===== src/rtl/rdseq_pkg.sv =====
package rdseq_pkg;
  typedef enum logic {ST_IDLE, ST_RUN} run_st_t;
endpackage


===== src/rtl/rdseq_lat_pipe.sv =====
module rdseq_lat_pipe #(
  parameter int LAT_W = 3
) (
  input  logic             clk,
  input  logic             rst_n,
  input  logic             flush,
  input  logic [LAT_W-1:0] lat,
  input  logic             fetch,
  output logic             arrive
);
  localparam int MAXLAT = (1 << LAT_W) - 1;

  logic [MAXLAT-1:0] tag;

  // tag[k] marks a fetch issued k+1 cycles ago
  always_ff @(posedge clk) begin
    if (!rst_n || flush) tag <= '0;
    else                 tag <= {tag[MAXLAT-2:0], fetch};
  end

  assign arrive = (lat == '0) ? fetch : tag[lat - LAT_W'(1)];
endmodule


===== src/rtl/rdseq_skid_fifo.sv =====
module rdseq_skid_fifo #(
  parameter int DATA_W = 32,
  parameter int DEPTH  = 8
) (
  input  logic                       clk,
  input  logic                       rst_n,
  input  logic                       flush,
  input  logic                       push,
  input  logic [DATA_W-1:0]          din,
  input  logic                       pop,
  output logic                       valid,
  output logic [DATA_W-1:0]          dout,
  output logic [$clog2(DEPTH+1)-1:0] cnt
);
  localparam int AW = (DEPTH > 1) ? $clog2(DEPTH) : 1;
  localparam int CW = $clog2(DEPTH + 1);

  logic [DATA_W-1:0] mem [DEPTH];
  logic [AW-1:0]     wr_ptr, rd_ptr;
  logic              do_push, do_pop;

  assign do_push = push && (cnt < CW'(DEPTH));
  assign do_pop  = pop && valid;
  assign valid   = (cnt != '0);
  assign dout    = mem[rd_ptr];

  function automatic logic [AW-1:0] ptr_next(input logic [AW-1:0] p);
    return (p == AW'(DEPTH - 1)) ? '0 : p + AW'(1);
  endfunction

  always_ff @(posedge clk) begin
    if (!rst_n || flush) begin
      wr_ptr <= '0;
      rd_ptr <= '0;
      cnt    <= '0;
    end else begin
      if (do_push) wr_ptr <= ptr_next(wr_ptr);
      if (do_pop)  rd_ptr <= ptr_next(rd_ptr);
      if (do_push && !do_pop)      cnt <= cnt + CW'(1);
      else if (do_pop && !do_push) cnt <= cnt - CW'(1);
    end
  end

  always_ff @(posedge clk) begin
    if (do_push) mem[wr_ptr] <= din;
  end

  // an offered word is held while the bus side stalls
  a_r7_hold_stalled: assert property (@(posedge clk) disable iff (!rst_n)
    valid && !pop && !flush |=> valid && $stable(dout));
endmodule


===== src/rtl/rdseq_fetch_ctl.sv =====
module rdseq_fetch_ctl
  import rdseq_pkg::*;
#(
  parameter int ADDR_W = 22,
  parameter int DEPTH  = 8,
  parameter int CW     = $clog2(DEPTH + 1)
) (
  input  logic              clk,
  input  logic              rst_n,
  input  logic              start,
  input  logic              stop,
  input  logic [ADDR_W-1:0] start_addr,
  input  logic              be_ready,
  input  logic              mst_ready,
  input  logic [CW-1:0]     fifo_cnt,
  input  logic              arrive,
  output logic              fetch,
  output logic [ADDR_W-1:0] fetch_addr
);
  run_st_t       st;
  logic [CW-1:0] pend;
  logic [CW:0]   resv;
  logic          space;

  // words owed to the buffer: stored, in flight, and the current fetch
  assign resv  = (CW+1)'(fifo_cnt) + (CW+1)'(pend) + (CW+1)'(fetch);
  assign space = resv < (CW+1)'(DEPTH);

  always_ff @(posedge clk) begin
    if (!rst_n) begin
      st         <= ST_IDLE;
      fetch      <= 1'b0;
      pend       <= '0;
      fetch_addr <= '0;
    end else if (start) begin
      st         <= ST_RUN;
      fetch      <= 1'b0;
      pend       <= '0;
      fetch_addr <= start_addr;
    end else if (stop) begin
      st    <= ST_IDLE;
      fetch <= 1'b0;
      pend  <= '0;
    end else begin
      fetch <= (st == ST_RUN) && be_ready && mst_ready && space;
      if (fetch) fetch_addr <= fetch_addr + ADDR_W'(1);
      if (fetch && !arrive)      pend <= pend + CW'(1);
      else if (arrive && !fetch) pend <= pend - CW'(1);
    end
  end

  a_r3_backend_drop: assert property (@(posedge clk) disable iff (!rst_n)
    !be_ready |=> !fetch);
  a_r4_master_pause: assert property (@(posedge clk) disable iff (!rst_n)
    !mst_ready |=> !fetch);
  a_r8_no_overflow: assert property (@(posedge clk) disable iff (!rst_n)
    ((CW+1)'(fifo_cnt) + (CW+1)'(pend)) <= (CW+1)'(DEPTH));
  a_r2_addr_step: assert property (@(posedge clk) disable iff (!rst_n)
    fetch && !start && !stop |=> fetch_addr == $past(fetch_addr) + ADDR_W'(1));
endmodule


===== src/rtl/latency_read_seq.sv =====
module latency_read_seq #(
  parameter int ADDR_W = 22,
  parameter int DATA_W = 32,
  parameter int LAT_W  = 3,
  parameter int DEPTH  = 8
) (
  input  logic              clk,
  input  logic              rst_n,
  input  logic [LAT_W-1:0]  lat_sel,
  input  logic              start,
  input  logic [ADDR_W-1:0] start_addr,
  input  logic              stop,
  input  logic              be_ready,
  output logic              fetch,
  output logic [ADDR_W-1:0] fetch_addr,
  input  logic [DATA_W-1:0] be_data,
  output logic              out_valid,
  output logic [DATA_W-1:0] out_data,
  input  logic              mst_ready
);
  localparam int CW = $clog2(DEPTH + 1);

  logic          flush, arrive;
  logic [CW-1:0] fifo_cnt;

  assign flush = start || stop;

  rdseq_fetch_ctl #(.ADDR_W(ADDR_W), .DEPTH(DEPTH), .CW(CW)) u_fetch (
    .clk(clk), .rst_n(rst_n), .start(start), .stop(stop),
    .start_addr(start_addr), .be_ready(be_ready), .mst_ready(mst_ready),
    .fifo_cnt(fifo_cnt), .arrive(arrive), .fetch(fetch), .fetch_addr(fetch_addr)
  );

  rdseq_lat_pipe #(.LAT_W(LAT_W)) u_pipe (
    .clk(clk), .rst_n(rst_n), .flush(flush), .lat(lat_sel),
    .fetch(fetch), .arrive(arrive)
  );

  rdseq_skid_fifo #(.DATA_W(DATA_W), .DEPTH(DEPTH)) u_buf (
    .clk(clk), .rst_n(rst_n), .flush(flush), .push(arrive), .din(be_data),
    .pop(mst_ready), .valid(out_valid), .dout(out_data), .cnt(fifo_cnt)
  );

  a_r9_stop_flush: assert property (@(posedge clk) disable iff (!rst_n)
    stop |=> !fetch && !out_valid);
  a_r1_idle_after_reset: assert property (@(posedge clk)
    !rst_n |=> !fetch && !out_valid);
endmodule


===== config.mk =====
export PLATFORM = sky130hd
export DESIGN_NAME = latency_read_seq
export DESIGN_NICKNAME = d
export VERILOG_FILES = /design/src/rtl/rdseq_pkg.sv /design/src/rtl/rdseq_lat_pipe.sv /design/src/rtl/rdseq_skid_fifo.sv /design/src/rtl/rdseq_fetch_ctl.sv /design/src/rtl/latency_read_seq.sv
export SDC_FILE = /design/constraint.sdc
export NUM_CORES = 1
export LEC_CHECK = 0
export ABC_AREA = 1
export CAP_MARGIN = 20
export CORE_MARGIN = 4
export CORE_UTILIZATION = 35
export DETAILED_ROUTE_END_ITERATION = 8
export SYNTH_ARGS = -nofsm -noshare
export SYNTH_HDL_FRONTEND = slang
export SYNTH_SLANG_ARGS = --single-unit

===== constraint.sdc =====
create_clock -name clk -period 5.2 [get_ports clk]
set_input_delay 0.52 -clock clk [delete_from_list [all_inputs] [get_ports clk]]
set_output_delay 0.52 -clock clk [all_outputs]
set_load 0.005 [all_outputs]

==> results.toml, run 1 <==
[die]
die_x_um = 200
die_y_um = 200
die_area_um2 = 39800
start_util_pct = 35.8
core_um2 = 35900
rows = 69
pin_count = 119

[cts]
cts_buffer_depth = 3
cts_max_level = 2
cts_tree = "yes"
clk_pin_slew_worst_paths_ns = 0.06
cts.repair.resized = 0
holdBufCountCts = 0
postCtsSetupBuffers = 0
clock_latency_ns = 0.51
cts_sinks = 304
root_buffer = "clkbuf_16"
cts_buffers = 35

[logic_synthesis]
synth_top_cell_by_area = "edfxtp_1"
async_flop_share_pct = 0
syn_inst = 1141
ys.flop_type = "edfxtp_1"
synth_area_leaders = "edfxtp_1 (60%), dfxtp_1 (7.5%), nor2_1 (6.8%), nand2_1 (6.0%), o32ai_1 (4.4%)"
ys_seq_area_share_pct = 67.3
syn_area_um2 = 12800
netlist.area_leader.share_pct = 59.8
ys.warnings.count = 0
ys_ff_latch = 304
synth.avg_cell_area_um2 = 11.3
yosys.cell_types.count = 38
synth.net_count = 1223
synth-edff-count = 256

[final_layout]
layout-drive-gt1-share_pct = 8.75
syn_to_final_growth_pct = 21.5
stdcell_count = 1742
fin_nets = 1336
fin_util_pct = 43.5

[detailed_routing]
drtAntennaViolNets = 0
drt_iter0_markers = 535
vias = 8704
drc = 0
via_per_inst = 5.00
wl_per_cell_um = 16.5
wirelength_um = 28700
dr.pass1.iters = 5

[pwr]
p_leak_uw = 0.00548
power.total_uw = 5520
p_per_area_nw_per_um2 = 354
vdd_drop_max_uv = 167

[flow_run]
maxCapViolCount = 0

[placement]
hpwl_um = 16700
place.gp.congestion = 0.785
dp_cells = 1678
numPortBuffers = 118

[global_routing]
grt_overflow = 0
grt_use_total_pct = 14.3
grt_pass1_vias = 8570
antenna_found_initial = 1
grt_max_degree = 96
grt_pass1_wl_um = 45900

[sta]
max_slew.worst_pin.slew_ns = 0.967
max_freq_mhz = 274
hold_viol = 0
finalMaxSlewViolations = 0
fin_tns_setup_ns = 0
rsz0062_at_grt = "false"
hold_slack_ns = 0.434
period_needed_ns = 3.66
slew_headroom_pct = 35.5
fin_crit_sh_pct = 70.3
finalClockSkew_ns = 0.0188
setup_viol = 0

[critical_path]
end_kind = "primary output"
reg2reg_slack_ns = 2.76
critPathMaxFanout = 95
r2r_cells = 16
start_kind = "register"
r2r_start = "u_pipe.tag[0]"
critPathArrivalTime_ns = 3.14
r2r-end = "u_buf.cnt[3]"
worstSetupPathType = "reg -> out"
required_ns = 4.68

[min_path]
hold_path_class = "reg -> reg"
min_to = "u_pipe.tag[2]"
hold_start = "u_pipe.tag[1]"
hold_depth = 2

[outcome]
outcome = "complete, no violations"
## metrics by stage
step	worst slack [ns]	cell area, um^2
CTS	1.47	15600
detailed placement	1.64	14400
global route	1.27	15600
global placement	1.77	14400
finish	1.54	15600
floorplan	1.12	12800
## per-layer routing
metal  vias up  global-route usage [%]  share of wire (%)
met2       212                    23.6                 47
met3        46                    3.69                6.8
met4         2                    3.72                1.9
li1       4248                       -                  -
met1      4196                    19.1                 44
met5         -                       0              0.038
## registers in the layout, summed over array words and instances, names as in the netlist, named ones only
signal              cells
u_fetch.st              1
u_buf.cnt               4
u_fetch.pend            4
u_buf.rd_ptr            3
u_pipe.tag              7
u_buf.wr_ptr            3
u_buf.mem             256
u_fetch.fetch           1
u_fetch.fetch_addr     22
## power by group
group | total (uW) | leakage, uW | internal, uW | switching (uW)
registers | 2720 | 0.00271 | 2690 | 28.3
logic | 340 | 0.00221 | 161 | 178
clock network | 2460 | 0.000556 | 1520 | 940
## critical path, cell delays in order (launching register included)
cell,delay [ns]
dfxtp_4,0.59
buf_4,0.80
nor2_1,0.12
o32ai_1,0.30
nand2_1,0.09
nand2_1,0.15
clkdlybuf4s50_1,0.53
## worst max-delay path by stage
stage | start | endpoint | slack (ns) | depth (start not counted)
finish | register | out_data[29] | 1.54 | 6
CTS | register | out_data[23] | 1.47 | 6
global placement | lat_sel[0] | u_buf.cnt[3] | 1.77 | 19
detailed placement | lat_sel[0] | u_buf.cnt[3] | 1.64 | 19
floorplan | lat_sel[0] | u_buf.mem[6][0] | 1.12 | 9
global route | register | out_data[27] | 1.27 | 6
## cells by family after synthesis
logic type	synth area share, %
XOR/XNOR	0.682
adder cells (fa/ha/maj)	1.97
AO/OA/AOI/OAI	9.33
flip-flops	67.3
buffers and inverters	4.21
AND/OR/NAND/NOR	16.5
## cells in the mapped netlist (2+ instances only)
cell type	number
edfxtp_1	256
nor2_1	234
nand2_1	204
o21ai_0	80
o32ai_1	64
dfxtp_1	48
inv_1	47
nand3_1	32
a21oi_1	25
clkbuf_1	24
ha_1	17
buf_2	16
buf_6	10
nor3_1	8
inv_2	7
nand2_2	7
a31oi_1	6
xor2_1	6
buf_4	5
nand3_2	5
nand4_1	5
nor2_2	4
nor2_4	4
xnor2_1	4
a21oi_2	3
a22oi_1	3
buf_1	3
or2_2	3
fa_1	2
## cells in the final DEF, fill, tap and decap left out, drive strengths merged
master | Yosys | routed
o211a | 1 | 1
bufinv | 0 | 5
clkinvlp | 0 | 3
edfxtp | 256 | 256
ha | 17 | 17
fa | 2 | 2
a22oi | 3 | 3
nand3b | 1 | 1
or2 | 3 | 3
a21oi | 28 | 28
a211oi | 1 | 1
o311ai | 1 | 1
xor2 | 6 | 6
nand4 | 5 | 5
nor3 | 9 | 9
nand2 | 212 | 212
nor4 | 1 | 1
dfxtp | 48 | 48
inv | 55 | 56
a31oi | 6 | 6
xnor2 | 4 | 4
nand3 | 37 | 37
diode | 0 | 1
clkinv | 0 | 9
nor2 | 243 | 243
clkdlybuf4s50 | 0 | 118
o32ai | 64 | 64
clkbuf | 24 | 45
buf | 34 | 16
o21ai | 80 | 80
## final cells by class
class / instances / area [um^2]
fill: 3354 / 20300
sequential: 304 / 8660
multi-input combinational: 724 / 3700
timing repair buffer: 134 / 1300
clock buffer: 45 / 935
tap: 461 / 577
clock inverter: 18 / 231
inverter: 55 / 211
antenna: 1 / 2.50
(Power assumes the default switching activity.)
==> inputs of run 2 (changes only) <==
==> constraint.sdc (replaced) <==
create_clock -name clk -period 3.15 [get_ports clk]
set_input_delay 0.315 -clock clk [delete_from_list [all_inputs] [get_ports clk]]
set_output_delay 0.315 -clock clk [all_outputs]
set_load 0.005 [all_outputs]
==> results.toml, run 2 (synthesis gave the netlist of run 1 again) <==
[final_layout]
syn_to_final_growth_pct = 22.0
fin_util_pct = 43.6
top_register = "u_buf.mem"
layout_commonest_cell = "edfxtp_1"
stdcell_area_um2 = 15700
layout_common_cells = "edfxtp_1 (256), nor2_1 (234), nand2_1 (204)"
largestRegisters = "u_buf.mem: 256 flops, u_fetch.fetch_addr: 22 flops, u_pipe.tag: 7 flops"
multi_input_area_um2 = 3700
stdcell_count = 1748
fillers = 3323
largest_reg_flops = 256
fin_nets = 1346
seq_area_um2 = 8660
layout-drive-gt1-share_pct = 9.25

[sta]
finalMaxSlewViolations = 0
setup_viol = 0
finalClockSkew_ns = 0.0168
hold_slack_ns = 0.376
slew_headroom_pct = 65.3
hold_viol = 0
max_freq_mhz = 336
max_slew.worst_pin.slew_ns = 0.520
rsz0062_at_grt = "false"
fin_crit_sh_pct = 94.5
period_needed_ns = 2.98

[critical_path]
required_ns = 2.83
critPathArrivalTime_ns = 2.66
critPathMaxFanout = 23
worstSetupPathType = "reg -> out"
reg2reg_slack_ns = 1.01
start_kind = "register"
r2r_cells = 13
end_kind = "primary output"

[detailed_routing]
vias = 8803
drtAntennaViolNets = 0
wirelength_um = 29700
dr.pass1.iters = 5
top_layer = "met5"
via_per_inst = 5.04
met1_length_um = 13500
wl_met3_um = 1920
wl_met2_um = 13700
drt_iter0_markers = 668
drc = 0
wl_per_cell_um = 17.0

[global_routing]
grt_use_total_pct = 14.8
grt_max_degree = 71
grt_pass1_wl_um = 47100
grt_overflow = 0
grt_pass1_vias = 8591
antenna_found_initial = 1

[die]
rows = 69
die_y_um = 200
die_area_um2 = 39800
pin_count = 119
start_util_pct = 35.8
die_x_um = 200
core_um2 = 35900

[flow_run]
maxCapViolCount = 0

[pwr]
switchingPower_uw = 1930
vdd_drop_max_uv = 270
p_leak_uw = 0.00551
p_comb_share_pct = 6.6
intPower_uw = 6880
seqPwrFrac_pct = 50.9
swShare_pct = 21.9
p_per_area_nw_per_um2 = 562
pwr-share-clk_pct = 42.5

[outcome]
outcome = "complete, no violations"

[cts]
cts.repair.resized = 0
cts_tree = "yes"
postCtsSetupBuffers = 0
cts_buffer_depth = 3
cts_sinks = 304
root_buffer = "clkbuf_16"
cts_buffers = 34
holdBufCountCts = 0
clock_latency_ns = 0.52
cts_max_level = 2
clk_pin_slew_worst_paths_ns = 0.06

[placement]
place.gp.congestion = 0.782
hpwl_um = 17700
placedInstanceArea_um2 = 14600
numPortBuffers = 118
dp_cells = 1689

[min_path]
hold_depth = 3
hold_path_class = "in -> reg"
run 2: final cells by class:
| cell class | count | share of cell area [%] |
|---|---|---|
| diodes | 1 | 0.0160 |
| clock buffers | 39 | 5.55 |
| clock inverters | 19 | 1.25 |
| inverters | 55 | 1.35 |
| multi-input cells | 724 | 23.6 |
| flip-flops and latches | 304 | 55.2 |
| well taps | 461 | 3.68 |
| repair buffers | 145 | 9.31 |
run 2: path summary, 6_finish.rpt:
kind / start / endpoint
worst max register to register: u_buf.cnt[0] / u_buf.cnt[3]
worst min register to register: u_pipe.tag[3] / u_pipe.tag[4]
worst min-delay path: start_addr[5] / u_fetch.fetch_addr[5]
worst max-delay path: register / out_data[6]
run 2: critical path, stage by stage (launching register included):
cell and delay [ns]:
dfxtp_4 0.44, inv_4 0.29, buf_4 0.33, nor2_1 0.07
o32ai_1 0.26, nand2_1 0.09, nand2_1 0.13, clkdlybuf4s50_1 0.52
run 2: through the flow:
step	power [uW]	worst slack, ns	setup TNS (ns)
finish	8810	0.175	0
global route	9140	0.00251	0
CTS	8910	0.141	0
detailed placement	5150	0.0607	0
global placement	5140	0.157	0
floorplan	4830	-0.721	-184.61
run 2: power groups by stage:
stage | combinational, uW | sequential (uW) | clock [uW]
after global placement | 577 | 4570 | 0
after floorplan | 264 | 4560 | 0
final | 579 | 4480 | 3750
after CTS | 587 | 4480 | 3840
after global routing | 646 | 4490 | 4010
after detailed placement | 583 | 4570 | 0
run 2: metal layers:
| metal | vias up | GRT usage [%] |
|---|---|---|
| met3 | 39 | 3.63 |
| met2 | 243 | 23.7 |
| met4 | 2 | 3.57 |
| met1 | 4244 | 20.3 |
| met5 | - | 0 |
| li1 | 4275 | - |
==> inputs of run 3 (changes only) <==
--- a/config.mk
+++ b/config.mk
@@ -9,7 +9,9 @@
 export CAP_MARGIN = 20
 export CORE_MARGIN = 4
 export CORE_UTILIZATION = 35
+export CTS_CLUSTER_SIZE = 25
 export DETAILED_ROUTE_END_ITERATION = 8
 export SYNTH_ARGS = -nofsm -noshare
 export SYNTH_HDL_FRONTEND = slang
+export SYNTH_HIERARCHICAL = 1
 export SYNTH_SLANG_ARGS = --single-unit
==> results.toml, run 3 <==
[pwr]
p_leak_uw = 0.00609
swShare_pct = 22.2
pwr-share-clk_pct = 42.7
vdd_drop_max_uv = 319
seqPwrFrac_pct = 50.4
switchingPower_uw = 1980
intPower_uw = 6910
p_per_area_nw_per_um2 = 550
p_comb_share_pct = 6.9

[global_routing]
grt.busiest_layer = "met2"
gr-usage-met3_pct = 3.02
met2_usage_pct = 24.6
grt_max_degree = 129
grt_overflow = 0
grt_pass1_wl_um = 50000
antenna_found_initial = 1
grt_use_total_pct = 14.8
grtUsageMet1_pct = 20.1
grt_pass1_vias = 9252

[cts]
root_buffer = "clkbuf_16"
cts_buffer_depth = 3
cts_max_level = 2
cts.repair.resized = 0
cts_tree = "yes"
cts_buffers = 35
holdBufCountCts = 0
postCtsSetupBuffers = 0
cts_sinks = 304
clk_pin_slew_worst_paths_ns = 0.06
clock_latency_ns = 0.52

[logic_synthesis]
synth.avg_cell_area_um2 = 10.4
async_flop_share_pct = 0
ys_top_cells_by_count = "nor2_1 (290), edfxtp_1 (256), nand2_1 (256)"
syn_area_um2 = 13200
synth-edff-count = 256
ys.warnings.count = 6
yosys.cell_types.count = 43
syn_inst = 1276
synth_area_leaders = "edfxtp_1 (58%), nor2_1 (8.2%), dfxtp_1 (7.3%), nand2_1 (7.3%), o21ai_0 (5.2%)"
ys_ff_latch = 304
ys_seq_area_share_pct = 65.4
netlist.area_leader.share_pct = 58.1
ys.flop_type = "edfxtp_1"
synth.net_count = 1358
synth_top_cell_by_area = "edfxtp_1"
synth.most_common_cell = "nor2_1"

[min_path]
hold_start = "be_ready"
hold_depth = 3
hold_path_class = "in -> reg"
min_to = "u_fetch/fetch"

[sta]
slew_headroom_pct = 44.3
hold_viol = 0
fin_ws_ns = 0.180
fin_tns_setup_ns = 0
rsz0062_at_grt = "false"
hold_slack_ns = 0.377
max_freq_mhz = 337
finalClockSkew_ns = 0.0242
finalMaxSlewViolations = 0
max_slew.worst_pin.slew_ns = 0.836
fin_crit_sh_pct = 94.3
period_needed_ns = 2.97
setup_viol = 0

[die]
die_y_um = 202
die_area_um2 = 41000
rows = 70
start_util_pct = 35.8
core_um2 = 37000
die_x_um = 202
pin_count = 119

[final_layout]
fin_nets = 1484
diodes = 0
largestRegisters = "u_buf/mem: 256 flops, u_fetch/fetch_addr: 22 flops, u_pipe/tag: 7 flops"
layout_commonest_cell = "nor2_1"
top_register = "u_buf/mem"
layout-drive-gt1-share_pct = 9.32
layout_common_cells = "nor2_1 (282), nand2_1 (256), edfxtp_1 (256)"
largest_reg_flops = 256
syn_to_final_growth_pct = 22.2
stdcell_count = 1931

[critical_path]
critPathMaxStageDelay_ns = 0.54
path_cells = "inv_2 -> buf_4 -> o21ai_0 -> nand2_1 -> nand2_1 -> nand2_1 -> clkdlybuf4s50_1"
critPathArrivalTime_ns = 2.65
critPathMaxFanout = 34
worstSetupPathType = "reg -> out"
slowest_stage = "clkdlybuf4s50_1"
r2r_start = "u_pipe/tag[2]"
r2r-end = "u_fetch/pend[3]"
r2r_cells = 16
end_kind = "primary output"
reg2reg_slack_ns = 0.93
required_ns = 2.83
crit_path_frequent_cell = "nand2_1"
start_kind = "register"

[detailed_routing]
drtAntennaViolNets = 0
wirelength_um = 30700
drc = 0
dr.pass1.iters = 5
wl_per_cell_um = 15.9
via_per_inst = 4.75
drt_iter0_markers = 527
vias = 9168

[flow_run]
maxCapViolCount = 0

[outcome]
outcome = "complete, no violations"

[placement]
hpwl_um = 18700
numPortBuffers = 118
place.gp.congestion = 0.812
dp_cells = 1869
pre_cts_ws_ns = 0.0309
-- run 3: layout make-up --
cell class / count / area [um^2]
Clock inverter: 19 / 156
Fill cell: 3510 / 20800
Inverter: 75 / 282
Tap cell: 504 / 631
Clock buffer: 43 / 926
Multi-Input combinational cell: 841 / 4010
Sequential cell: 304 / 8650
Timing Repair Buffer: 145 / 1520
-- run 3: worst max-delay path by stage --
stage,to
floorplan,u_buf/mem[0][0]
global route,out_data[20]
global placement,u_buf/cnt[3]
finish,out_data[20]
CTS,out_data[20]
detailed placement,u_fetch/pend[3]
-- run 3: per-stage QoR --
stage	power, uW	utilization [%]	cell area, um^2
floorplan	4840	-	13200
global placement	5170	40.8	15100
detailed placement	5190	40.8	15100
CTS	8990	43.8	16200
global route	9250	43.8	16200
finish	8890	43.8	16200
-- run 3: logic make-up (layout without fill, tap and decap cells) --
family	after synthesis	count (layout)	synth area share, %
buffers and inverters	131	282	4.83
adders and majority gates	19	19	1.91
and+or+nand+nor	614	614	19.3
AOI/OAI and AO/OA	198	198	7.91
xor gates and xnor gates	10	10	0.719
DFF	304	304	65.4
-- run 3: power groups by stage --
stage | registers, uW | logic (uW) | clock network, uW
floorplan | 4560 | 276 | 0
CTS | 4480 | 620 | 3890
detailed placement | 4570 | 618 | 0
global placement | 4570 | 605 | 0
global route | 4490 | 690 | 4070
finish | 4490 | 610 | 3800
-- run 3: routing by layer --
metal	routed length [um]	share of wire, %
met5	13	0.042
met4	618	2.0
met3	1670	5.4
met2	14400	47
met1	14000	46
-- run 3: worst max-delay path: cells and delay by family (launching register included) --
family | cells | cell delay [ns]
buffers and inverters | 3 | 1.33
flip-flops | 1 | 0.35
AO/OA/AOI/OAI | 1 | 0.13
AND/OR/NAND/NOR | 3 | 0.32
